`config.mk`:
```
export PLATFORM = sky130hd
export DESIGN_NAME = sdram_init_seq
export DESIGN_NICKNAME = d
export VERILOG_FILES = /design/src/rtl/sdram_init_pkg.sv /design/src/rtl/sdram_init_timer.sv /design/src/rtl/sdram_init_cmd_enc.sv /design/src/rtl/sdram_init_seq.sv
export SDC_FILE = /design/constraint.sdc
export NUM_CORES = 1
export LEC_CHECK = 0
export BUFFER_PORTS_ARGS = -buffer_cell sky130_fd_sc_hd__buf_2
export CAP_MARGIN = 20
export CORE_MARGIN = 3
export CORE_UTILIZATION = 49
export DETAILED_ROUTE_END_ITERATION = 16
export HOLD_SLACK_MARGIN = 0.1
export PLACE_DENSITY = 0.78
export SLEW_MARGIN = 20
export SYNTH_ARGS = -nofsm -noshare
export SYNTH_HDL_FRONTEND = slang
export SYNTH_SLANG_ARGS = --single-unit
```
`constraint.sdc`:
```
create_clock -name clk_i -period 1.86 [get_ports clk_i]
set_input_delay 0.186 -clock clk_i [delete_from_list [all_inputs] [get_ports clk_i]]
set_output_delay 0.186 -clock clk_i [all_outputs]
set_load 0.1 [all_outputs]
```
`src/rtl/sdram_init_pkg.sv`:
```
package sdram_init_pkg;

  typedef enum logic [2:0] {
    ST_PAUSE,
    ST_PRE,
    ST_REF,
    ST_MRS,
    ST_DONE
  } init_state_e;

  // {cs_n, ras_n, cas_n, we_n}
  typedef enum logic [3:0] {
    CMD_MRS = 4'b0000,
    CMD_REF = 4'b0001,
    CMD_PRE = 4'b0010,
    CMD_NOP = 4'b0111
  } sdram_cmd_e;

  // round a delay up to whole clock cycles, never below one
  function automatic int unsigned ns_to_cyc(input int unsigned ns, input int unsigned period_ps);
    int unsigned c;
    c = (ns * 1000 + period_ps - 1) / period_ps;
    return (c == 0) ? 1 : c;
  endfunction

  function automatic int unsigned max2(input int unsigned a, input int unsigned b);
    return (a > b) ? a : b;
  endfunction

endpackage

```
`src/rtl/sdram_init_timer.sv`:
```
module sdram_init_timer #(
  parameter int unsigned CNT_W     = 14,
  parameter int unsigned RESET_VAL = 0
) (
  input  logic             clk_i,
  input  logic             rst_ni,
  input  logic             load_i,
  input  logic [CNT_W-1:0] load_val_i,
  output logic             expired_o
);

  logic [CNT_W-1:0] cnt_q;

  always_ff @(posedge clk_i or negedge rst_ni) begin
    if (!rst_ni)          cnt_q <= CNT_W'(RESET_VAL);
    else if (load_i)      cnt_q <= load_val_i;
    else if (cnt_q != '0) cnt_q <= cnt_q - 1'b1;
  end

  assign expired_o = (cnt_q == '0);

  // once expired, the count stays at zero until it is reloaded
  a_r2_no_wrap: assert property (@(posedge clk_i) disable iff (!rst_ni)
    (expired_o && !load_i) |=> expired_o);

endmodule

```
`src/rtl/sdram_init_cmd_enc.sv`:
```
module sdram_init_cmd_enc
  import sdram_init_pkg::*;
#(
  parameter int unsigned ADDR_W      = 12,
  parameter int unsigned BA_W        = 1,
  parameter int unsigned DQM_W       = 2,
  parameter int unsigned ALL_BANK_BIT = 10,
  parameter logic [ADDR_W-1:0] MODE_WORD = 12'h032
) (
  input  init_state_e       state_i,
  input  logic              issue_i,
  output logic              cke_o,
  output logic              cs_n_o,
  output logic              ras_n_o,
  output logic              cas_n_o,
  output logic              we_n_o,
  output logic [ADDR_W-1:0] addr_o,
  output logic [BA_W-1:0]   ba_o,
  output logic [DQM_W-1:0]  dqm_o
);

  sdram_cmd_e cmd;

  always_comb begin
    cmd    = CMD_NOP;
    addr_o = '0;
    if (issue_i) begin
      unique case (state_i)
        ST_PRE: begin
          cmd                  = CMD_PRE;
          addr_o[ALL_BANK_BIT] = 1'b1;
        end
        ST_REF: cmd = CMD_REF;
        ST_MRS: begin
          cmd    = CMD_MRS;
          addr_o = MODE_WORD;
        end
        default: cmd = CMD_NOP;
      endcase
    end
  end

  assign {cs_n_o, ras_n_o, cas_n_o, we_n_o} = cmd;
  assign ba_o  = '0;
  assign cke_o = 1'b1;
  // masks stay raised until the sequence hands over the bus
  assign dqm_o = {DQM_W{state_i != ST_DONE}};

endmodule

```
`src/rtl/sdram_init_seq.sv`:
```
module sdram_init_seq
  import sdram_init_pkg::*;
#(
  parameter int unsigned CLK_PERIOD_PS = 20000,
  parameter int unsigned PAUSE_NS      = 200000,
  parameter int unsigned T_RP_NS       = 21,
  parameter int unsigned T_RC_NS       = 70,
  parameter int unsigned T_RCS_NS      = 14,
  parameter int unsigned NUM_REFRESH   = 8,
  parameter int unsigned ADDR_W        = 12,
  parameter int unsigned BA_W          = 1,
  parameter int unsigned DQM_W         = 2,
  parameter logic [ADDR_W-1:0] MODE_WORD = 12'h032
) (
  input  logic              clk_i,
  input  logic              rst_ni,
  input  logic              restart_i,
  output logic              cke_o,
  output logic              cs_n_o,
  output logic              ras_n_o,
  output logic              cas_n_o,
  output logic              we_n_o,
  output logic [ADDR_W-1:0] addr_o,
  output logic [BA_W-1:0]   ba_o,
  output logic [DQM_W-1:0]  dqm_o,
  output logic              done_o
);

  localparam int unsigned PAUSE_CYC = ns_to_cyc(PAUSE_NS, CLK_PERIOD_PS);
  localparam int unsigned RP_CYC    = ns_to_cyc(T_RP_NS, CLK_PERIOD_PS);
  localparam int unsigned RC_CYC    = ns_to_cyc(T_RC_NS, CLK_PERIOD_PS);
  localparam int unsigned RCS_CYC   = ns_to_cyc(T_RCS_NS, CLK_PERIOD_PS);
  localparam int unsigned MAX_CYC   = max2(max2(PAUSE_CYC, RP_CYC), max2(RC_CYC, RCS_CYC));
  localparam int unsigned CNT_W     = $clog2(MAX_CYC + 1);
  localparam int unsigned REF_W     = (NUM_REFRESH > 1) ? $clog2(NUM_REFRESH) : 1;

  init_state_e      state_q, state_d;
  logic             issue_q, issue_d;
  logic [REF_W-1:0] ref_q, ref_d;
  logic             tmr_load;
  logic [CNT_W-1:0] tmr_val;
  logic             tmr_expired;

  sdram_init_timer #(
    .CNT_W    (CNT_W),
    .RESET_VAL(PAUSE_CYC - 1)
  ) u_timer (
    .clk_i     (clk_i),
    .rst_ni    (rst_ni),
    .load_i    (tmr_load),
    .load_val_i(tmr_val),
    .expired_o (tmr_expired)
  );

  // each command state lasts its full gap; the command occupies its first cycle
  always_comb begin
    state_d  = state_q;
    issue_d  = 1'b0;
    ref_d    = ref_q;
    tmr_load = 1'b0;
    tmr_val  = '0;
    if (restart_i) begin
      state_d  = ST_PAUSE;
      ref_d    = '0;
      tmr_load = 1'b1;
      tmr_val  = CNT_W'(PAUSE_CYC - 1);
    end else if (tmr_expired) begin
      unique case (state_q)
        ST_PAUSE: begin
          state_d  = ST_PRE;
          issue_d  = 1'b1;
          tmr_load = 1'b1;
          tmr_val  = CNT_W'(RP_CYC - 1);
        end
        ST_PRE: begin
          state_d  = ST_REF;
          issue_d  = 1'b1;
          ref_d    = '0;
          tmr_load = 1'b1;
          tmr_val  = CNT_W'(RC_CYC - 1);
        end
        ST_REF: begin
          issue_d  = 1'b1;
          tmr_load = 1'b1;
          if (ref_q == REF_W'(NUM_REFRESH - 1)) begin
            state_d = ST_MRS;
            tmr_val = CNT_W'(RCS_CYC - 1);
          end else begin
            ref_d   = ref_q + 1'b1;
            tmr_val = CNT_W'(RC_CYC - 1);
          end
        end
        ST_MRS:  state_d = ST_DONE;
        default: state_d = ST_DONE;
      endcase
    end
  end

  always_ff @(posedge clk_i or negedge rst_ni) begin
    if (!rst_ni) begin
      state_q <= ST_PAUSE;
      issue_q <= 1'b0;
      ref_q   <= '0;
    end else begin
      state_q <= state_d;
      issue_q <= issue_d;
      ref_q   <= ref_d;
    end
  end

  sdram_init_cmd_enc #(
    .ADDR_W   (ADDR_W),
    .BA_W     (BA_W),
    .DQM_W    (DQM_W),
    .MODE_WORD(MODE_WORD)
  ) u_enc (
    .state_i(state_q),
    .issue_i(issue_q),
    .cke_o  (cke_o),
    .cs_n_o (cs_n_o),
    .ras_n_o(ras_n_o),
    .cas_n_o(cas_n_o),
    .we_n_o (we_n_o),
    .addr_o (addr_o),
    .ba_o   (ba_o),
    .dqm_o  (dqm_o)
  );

  assign done_o = (state_q == ST_DONE);

  logic is_nop, is_pre, is_ref, is_mrs;
  assign is_nop = !cs_n_o && !ras_n_o == 1'b0 && !cas_n_o == 1'b0 && !we_n_o == 1'b0;
  assign is_pre = !cs_n_o && !ras_n_o && cas_n_o && !we_n_o;
  assign is_ref = !cs_n_o && !ras_n_o && !cas_n_o && we_n_o;
  assign is_mrs = !cs_n_o && !ras_n_o && !cas_n_o && !we_n_o;

  a_r1_pause_quiet: assert property (@(posedge clk_i) disable iff (!rst_ni)
    (state_q == ST_PAUSE) |-> (is_nop && cke_o && (&dqm_o) && !done_o));

  a_r3_pre_after_pause: assert property (@(posedge clk_i) disable iff (!rst_ni)
    (state_q == ST_PAUSE && tmr_expired && !restart_i) |=> (is_pre && addr_o[10]));

  a_r6_mrs_after_last_ref: assert property (@(posedge clk_i) disable iff (!rst_ni)
    is_mrs |-> (ref_q == REF_W'(NUM_REFRESH - 1) && addr_o == MODE_WORD));

  a_r7_done_sticky: assert property (@(posedge clk_i) disable iff (!rst_ni)
    (done_o && !restart_i) |=> (done_o && is_nop && dqm_o == '0));

  a_r9_restart_quiet: assert property (@(posedge clk_i) disable iff (!rst_ni)
    restart_i |=> (!done_o && is_nop && (&dqm_o)));

  if (RC_CYC > 1) begin : g_rc_gap_chk
    a_r5_ref_followed_by_nop: assert property (@(posedge clk_i) disable iff (!rst_ni)
      (is_ref && !restart_i) |=> is_nop);
  end

endmodule

```
* Yosys cells after proc, flatten, opt, wreduce, memory -nomap -nowiden
Index checks and enable logic that the tools add are counted.
** Word-level totals
- Output and inout port bits :: 21
- Register bits after elaboration :: 21
** Cells by class
- Eq/ne operators :: 8
- Mux-type cells :: 23
- Reductions and logical operators :: 9
- Add/sub/neg operators :: 2
** Operator list (number)
- 14-bit two-way mux :: 3
- 3-bit two-way mux :: 6
- 3-bit one-hot mux with 3 select lines :: 2
- 14-bit zero test :: 1
- 14-bit nonzero test :: 1
- 14-bit by 1-bit subtractor with 14-bit output (second input constant) :: 1
- 11-bit two-way mux :: 1
- 3-bit inequality test (second input constant) :: 3
- 3-bit by 2-bit equality test with 1-bit output (second input constant) :: 2
- 3-bit equality test (second input constant) :: 2
- 6-bit two-way mux :: 1
- 2-bit one-hot mux with 3 select lines :: 1
- 3-bit one-hot mux with 2 select lines :: 1
- 1-bit two-way mux :: 5
- 2-bit two-way mux :: 2
- 4-bit two-way mux :: 1
- 2-bit nonzero test :: 2
- 3-bit by 1-bit adder with 3-bit output (second input constant) :: 1
- 3-bit by 1-bit equality test with 1-bit output (second input constant) :: 1
- 3-bit zero test :: 1
- 3-bit AND reduction :: 1
- 3-bit nonzero test :: 1
- 3-bit OR reduction :: 1
- 2-bit AND reduction :: 1

* Longest topological paths before layout
- Word-level depth :: 6
- Mapped depth :: 8

* Hierarchy
Synthesis repeated with hierarchy kept, for this count alone.
** Second synthesis, totals
- Cells, all modules :: 149
- Area, all modules :: 1428.9 um^2
** Modules (own cells, without submodules)
- sdram_init_timer :: cells an instance 77, area each 835.8 um^2, times used 1
- sdram_init_seq :: cells an instance 47, area each 435.4 um^2, times used 1
- sdram_init_cmd_enc :: cells an instance 25, area each 157.7 um^2, times used 1

* Worst setup path before layout
OpenSTA, ideal clock, no wires.
- Kind :: reg-to-output
- From :: reg state_q[1]
- To :: out ras_n_o
- Path slack :: -1.015 ns
- Arrival time :: 2.689 ns
- Cell stages (with the launch flop) :: 3
- Buffers on the path :: 1
- Path through :: dfrtp_1 > clkbuf_1 > o21ai_0
** Between the ends
- Word-level cells in the longest chain between the ends :: 3
- Elaborated cells between the ends (all ways) :: 5
- Classes of those cells :: eq/ne: 3; mux: 2
** Ends and longest elaborated chain
- start: declaration :: RTL line sdram_init_seq.sv:37 : init_state_e state_q, state_d;
- start signal: assignment :: RTL line sdram_init_seq.sv:105 : state_q <= state_d;
- 3-bit by 2-bit equality test with 1-bit output / 3-bit by 1-bit equality test with 1-bit output (equally long branches) :: RTL line sdram_init_cmd_enc.sv:28 : unique case (state_i)
- 3-bit one-hot mux with 3 select lines * :: RTL line sdram_init_cmd_enc.sv:28
- 4-bit two-way mux * :: RTL line sdram_init_cmd_enc.sv:27 : if (issue_i) begin
- end: declaration :: RTL line sdram_init_seq.sv:20 : output logic ras_n_o,
Mark *: on every way between the ends. The rest lies on a longest branch, timed or not.

* Worst setup path in the final report
- From :: reg ref_q[0]
- To :: reg ref_q[0]
** Between the ends
- Word-level cells in the longest chain between the ends :: 5
- Elaborated cells between the ends (all ways) :: 8
- Classes of those cells :: add/sub: 1; eq/ne: 2; mux: 4; reduce/logical: 1
** Ends and longest elaborated chain
- start: declaration :: RTL line sdram_init_seq.sv:39 : logic [REF_W-1:0] ref_q, ref_d;
- start signal: assignment :: RTL line sdram_init_seq.sv:107 : ref_q <= ref_d;
- 3-bit by 1-bit adder with 3-bit output :: RTL line sdram_init_seq.sv:89 : ref_d = ref_q + 1'b1;
- 3-bit two-way mux :: RTL line sdram_init_seq.sv:85 : if (ref_q == REF_W'(NUM_REFRESH - 1)) begin
- 3-bit one-hot mux with 2 select lines :: RTL line sdram_init_seq.sv:68 : unique case (state_q)
- 3-bit two-way mux :: RTL line sdram_init_seq.sv:67 : end else if (tmr_expired) begin
- 3-bit two-way mux :: RTL line sdram_init_seq.sv:62 : if (restart_i) begin
Parallel ways exist; a longest one is shown, timed or not. The select of a mux whose other input is x is not followed.
A chain may end at the register's enable or synchronous reset.

==> summary.md <==
| Metric | Value |
|---|---|
| Status | finished, violations left |
| Simple-gate share of the synthesized area | 0.2678 |
| Synth async-reset ratio | 1.000 |
| Max-slew violations | 0 |
| Post-synth top area share | 0.2410 |
| Total power | about 0.87 mW |
| Nets | 183 |
| CP Buf/Inv Count | 0 |
| Number of remaining DRC errors | 0 |
| Worst R2R Setup Slack | -0.03 ns |
| Synth cell types | 41 |
| GR peak layer | met2 |
| Vias | around 1.2k |
| DRT Wirelength | 3412 um |
| Core Region | roughly 2500 um2 |
| Layout Skew | 0.006381 ns |
| Post-route cell area | 1712 um2 |
| CP cell instances | ha_2 > ha_4 > nor4b_4 > nor2_4 > or4_4 > a21oi_2 |
| WS Path Type | register to register |
| CTS tree | yes |
| Vias in the first global route | 1,077 |
| DR pass1 iterations | 4 |
| WP data arrival | 2.16 ns |
| Crit path depth | 6 |
| Max-Cap Viols | 0 |
| Hold Crit Class | primary input to register |
| # port buffers | 12 |
| Kind of cell adding the most delay to the critical path | simple AND/OR/NAND/NOR gates |
| Pwr Density | 505.8 nW/um2 |
| Pre-CTS setup slack | -0.09101 ns |
| Mux share of post-synthesis cell area | 0 |
| Worst-Skew Late Latency | roughly 0.33 ns |
| Grt met1 use | 0.2434 |
| Count of flip-flops with a built-in enable after synthesis | 0 |
| Post-synthesis cell area | 1350 um2 |
| Launch point of the worst path | ref_q[0]$_DFFE_PN0P_ |
| Num rows | 18 |
| Initial antenna violation count | 0 |
| Peak VDD IR | approximately 0.00054 V |
| Count of warnings emitted by yosys | 0 |
| Vias per cell | 5.879 |
| Die Y | approximately 58 um |
| Final ANT Viol Nets | 0 |
| TritonCTS Sinks | 21 |
| CP startpoint kind | register |
| Fill cell count | 164 |
| I/O pin total | 24 |
| F_max | 528.3 MHz |
| Xor and xnor fraction of the mapped netlist area | 0.01297 |
| Synth top area cells | dfrtp_1 (24%), dfstp_2 (16%), buf_4 (7.8%), nand2_1 (3.9%), or4_1 (3.9%) |
| Share of layout cells above drive strength 1 | 0.4659 |
| Failing checks | negative setup slack |
| Deepest clock path buffer count | 2 |
| Initial Util | 0.5305 |
| Most frequent cells in the layout | buf_4 (27), nand2_1 (14), conb_1 (11), dfrtp_1 (8), dfstp_2 (8) |
| WL/cell | 16.56 um |
| Drt initial violations | 68 |
| Antenna cells | 0 |
| Clock root buffer | clkbuf_4 |
| Period utilisation layout | 1.018 |
| Min cycle time layout | approximately 1.9 ns |
| GR Layer Usage met2 | 0.2839 |
| Cell count after synthesis | approximately 150 |
| Unrepaired setup endpoints after global routing | true |
| Synth Area in Compound Gates | 0.1483 |
| Seq cells post-synth | 21 |
| Reg2reg path depth | 6 |
| CP Data Required Time | about 2.1 ns |
| TritonCTS Buffers | 3 |
| Final setup violating endpoints | 1 |
| Leakage | 0.7031 nW |
| Crit-path max FO | 5 |
| First-pass GRT wire length | 4802 um |
| Combinational family with the most area after synthesis | simple AND/OR/NAND/NOR gates |
| H-tree levels | 1 |
| Area leader, netlist | dfrtp_1 |
| Die Width | roughly 58 um |
| Hpwl dp | 2004 um |
| Total global routing overflow | 0 |
| Critical Path End | ref_q[0]$_DFFE_PN0P_ |
| Multi-input gate area | 790.8 um2 |
| Full die area | 3421 um2 |
| Final setup margin | -0.03279 ns |
| Terminus of the critical flop-to-flop path | ref_q[0]$_DFFE_PN0P_ |
| CP max stage delay | 0.50 ns |
| Syn Area/Cell | 9.061 um2 |
| Commonest non-fill, non-tap cell in the layout | buf_4 |
| Largest net degree at the start of global routing | 22 |
| Synth-to-layout area growth | 26.78% |
| CP max stage cell | or4_4 |
| Final Hold Viols | 0 |
| Register area | 541.8 um2 |
| Synth Flop Type | dfrtp_1 |
| R2R Path Start | ref_q[0]$_DFFE_PN0P_ |
| Global Route met3 Usage | 0.03070 |
| Placed Area | approximately 1400 um2 |
| RD Place Congestion | 0.8455 |
| Gr usage total | 0.1827 |
| Synth Area in Adders | 0.02780 |
| Worst-path clk slew | 0.13 ns |
| Crit end category | register |
| Register area share after synthesis | 0.3967 |
cells in the mapped netlist, types with 2 or more instances:
cell,n
buf_4,14
nand2_1,14
dfrtp_1,13
o21ai_0,9
a21oi_1,8
dfstp_2,8
nor3_1,8
or4_1,7
inv_1,6
or3_1,6
clkbuf_1,5
nor2_1,5
buf_6,3
ha_1,3
nor3b_1,3
o211ai_1,3
o31ai_1,3
a21o_1,2
buf_2,2
conb_1,2
nand3_1,2
nor4_1,2
or3b_2,2
xnor2_1,2
registers in the layout, summed over array words and instances, names as in the netlist:
register,count
issue_q,1
u_timer.cnt_q,14
ref_q,3
state_q,3
metrics by stage:
step           hold slack (ns)   TNS, ns  utilization  cells
4_1_cts                 0.2365   -0.1513       0.6047    198
3_5_place_dp            0.1655   -0.2683       0.5634    189
2_1_floorplan          -0.1096   -0.3721            -    158
6_report                0.2356  -0.03279       0.6726    206
5_1_grt                 0.2291   -0.3554       0.6726    206
3_3_place_gp            0.1584  -0.06785       0.5634    189
layout make-up:
type / instances / share of cell area
multi-input combinational: 107 / 0.4620
clock inverter: 1 / 0.002924
inverter: 6 / 0.01535
tap: 30 / 0.02193
sequential: 21 / 0.3165
clock buffer: 3 / 0.01316
timing repair buffer: 38 / 0.1681
routing by layer:
| metal | part of all wire | routed length [um] |
|---|---|---|
| met1 | 0.39 | 1330 |
| met3 | 0.071 | 241 |
| met2 | 0.50 | 1713 |
| met5 | 0 | 0 |
| met4 | 0.037 | 126 |
power by group:
group	switching (mW)	internal (mW)	total, mW	leakage [nW]
Clock	0.156	0.0808	0.236	0.0177
Combinational	0.130	0.0254	0.156	0.428
Sequential	0.00705	0.466	0.474	0.258
Total	0.293	0.573	0.866	0.703
cell families after synthesis:
kind of cell / count (synthesis)
simple gates: 59
compound gates: 32
buf+inv: 30
flops: 21
fa+ha+maj: 3
xor+xnor: 2
other cells: 2
worst min path at each step:
stage	start	to	slack [ns]	depth (start not counted)
3_5_place_dp	rst_ni	ref_q[0]$_DFFE_PN0P_	0.17	1
3_3_place_gp	rst_ni	ref_q[0]$_DFFE_PN0P_	0.16	1
4_1_cts	restart_i	state_q[2]$_DFFE_PN0P_	0.24	2
5_1_grt	restart_i	state_q[0]$_DFFE_PN0P_	0.23	2
2_1_floorplan	rst_ni	issue_q$_DFF_PN0_	-0.11	0
6_report	restart_i	state_q[0]$_DFFE_PN0P_	0.24	2
repair_timing:
action / CTS / global route
pin swaps: 2 / 15
hold buffers: 1 / 0
setup endpoints to repair: 13 / 17
setup buffers: 4 / 8
resized for setup: 9 / 34
endpoints found under the hold margin: 13 / 0
Note: power is estimated with default switching activity, not from simulation.
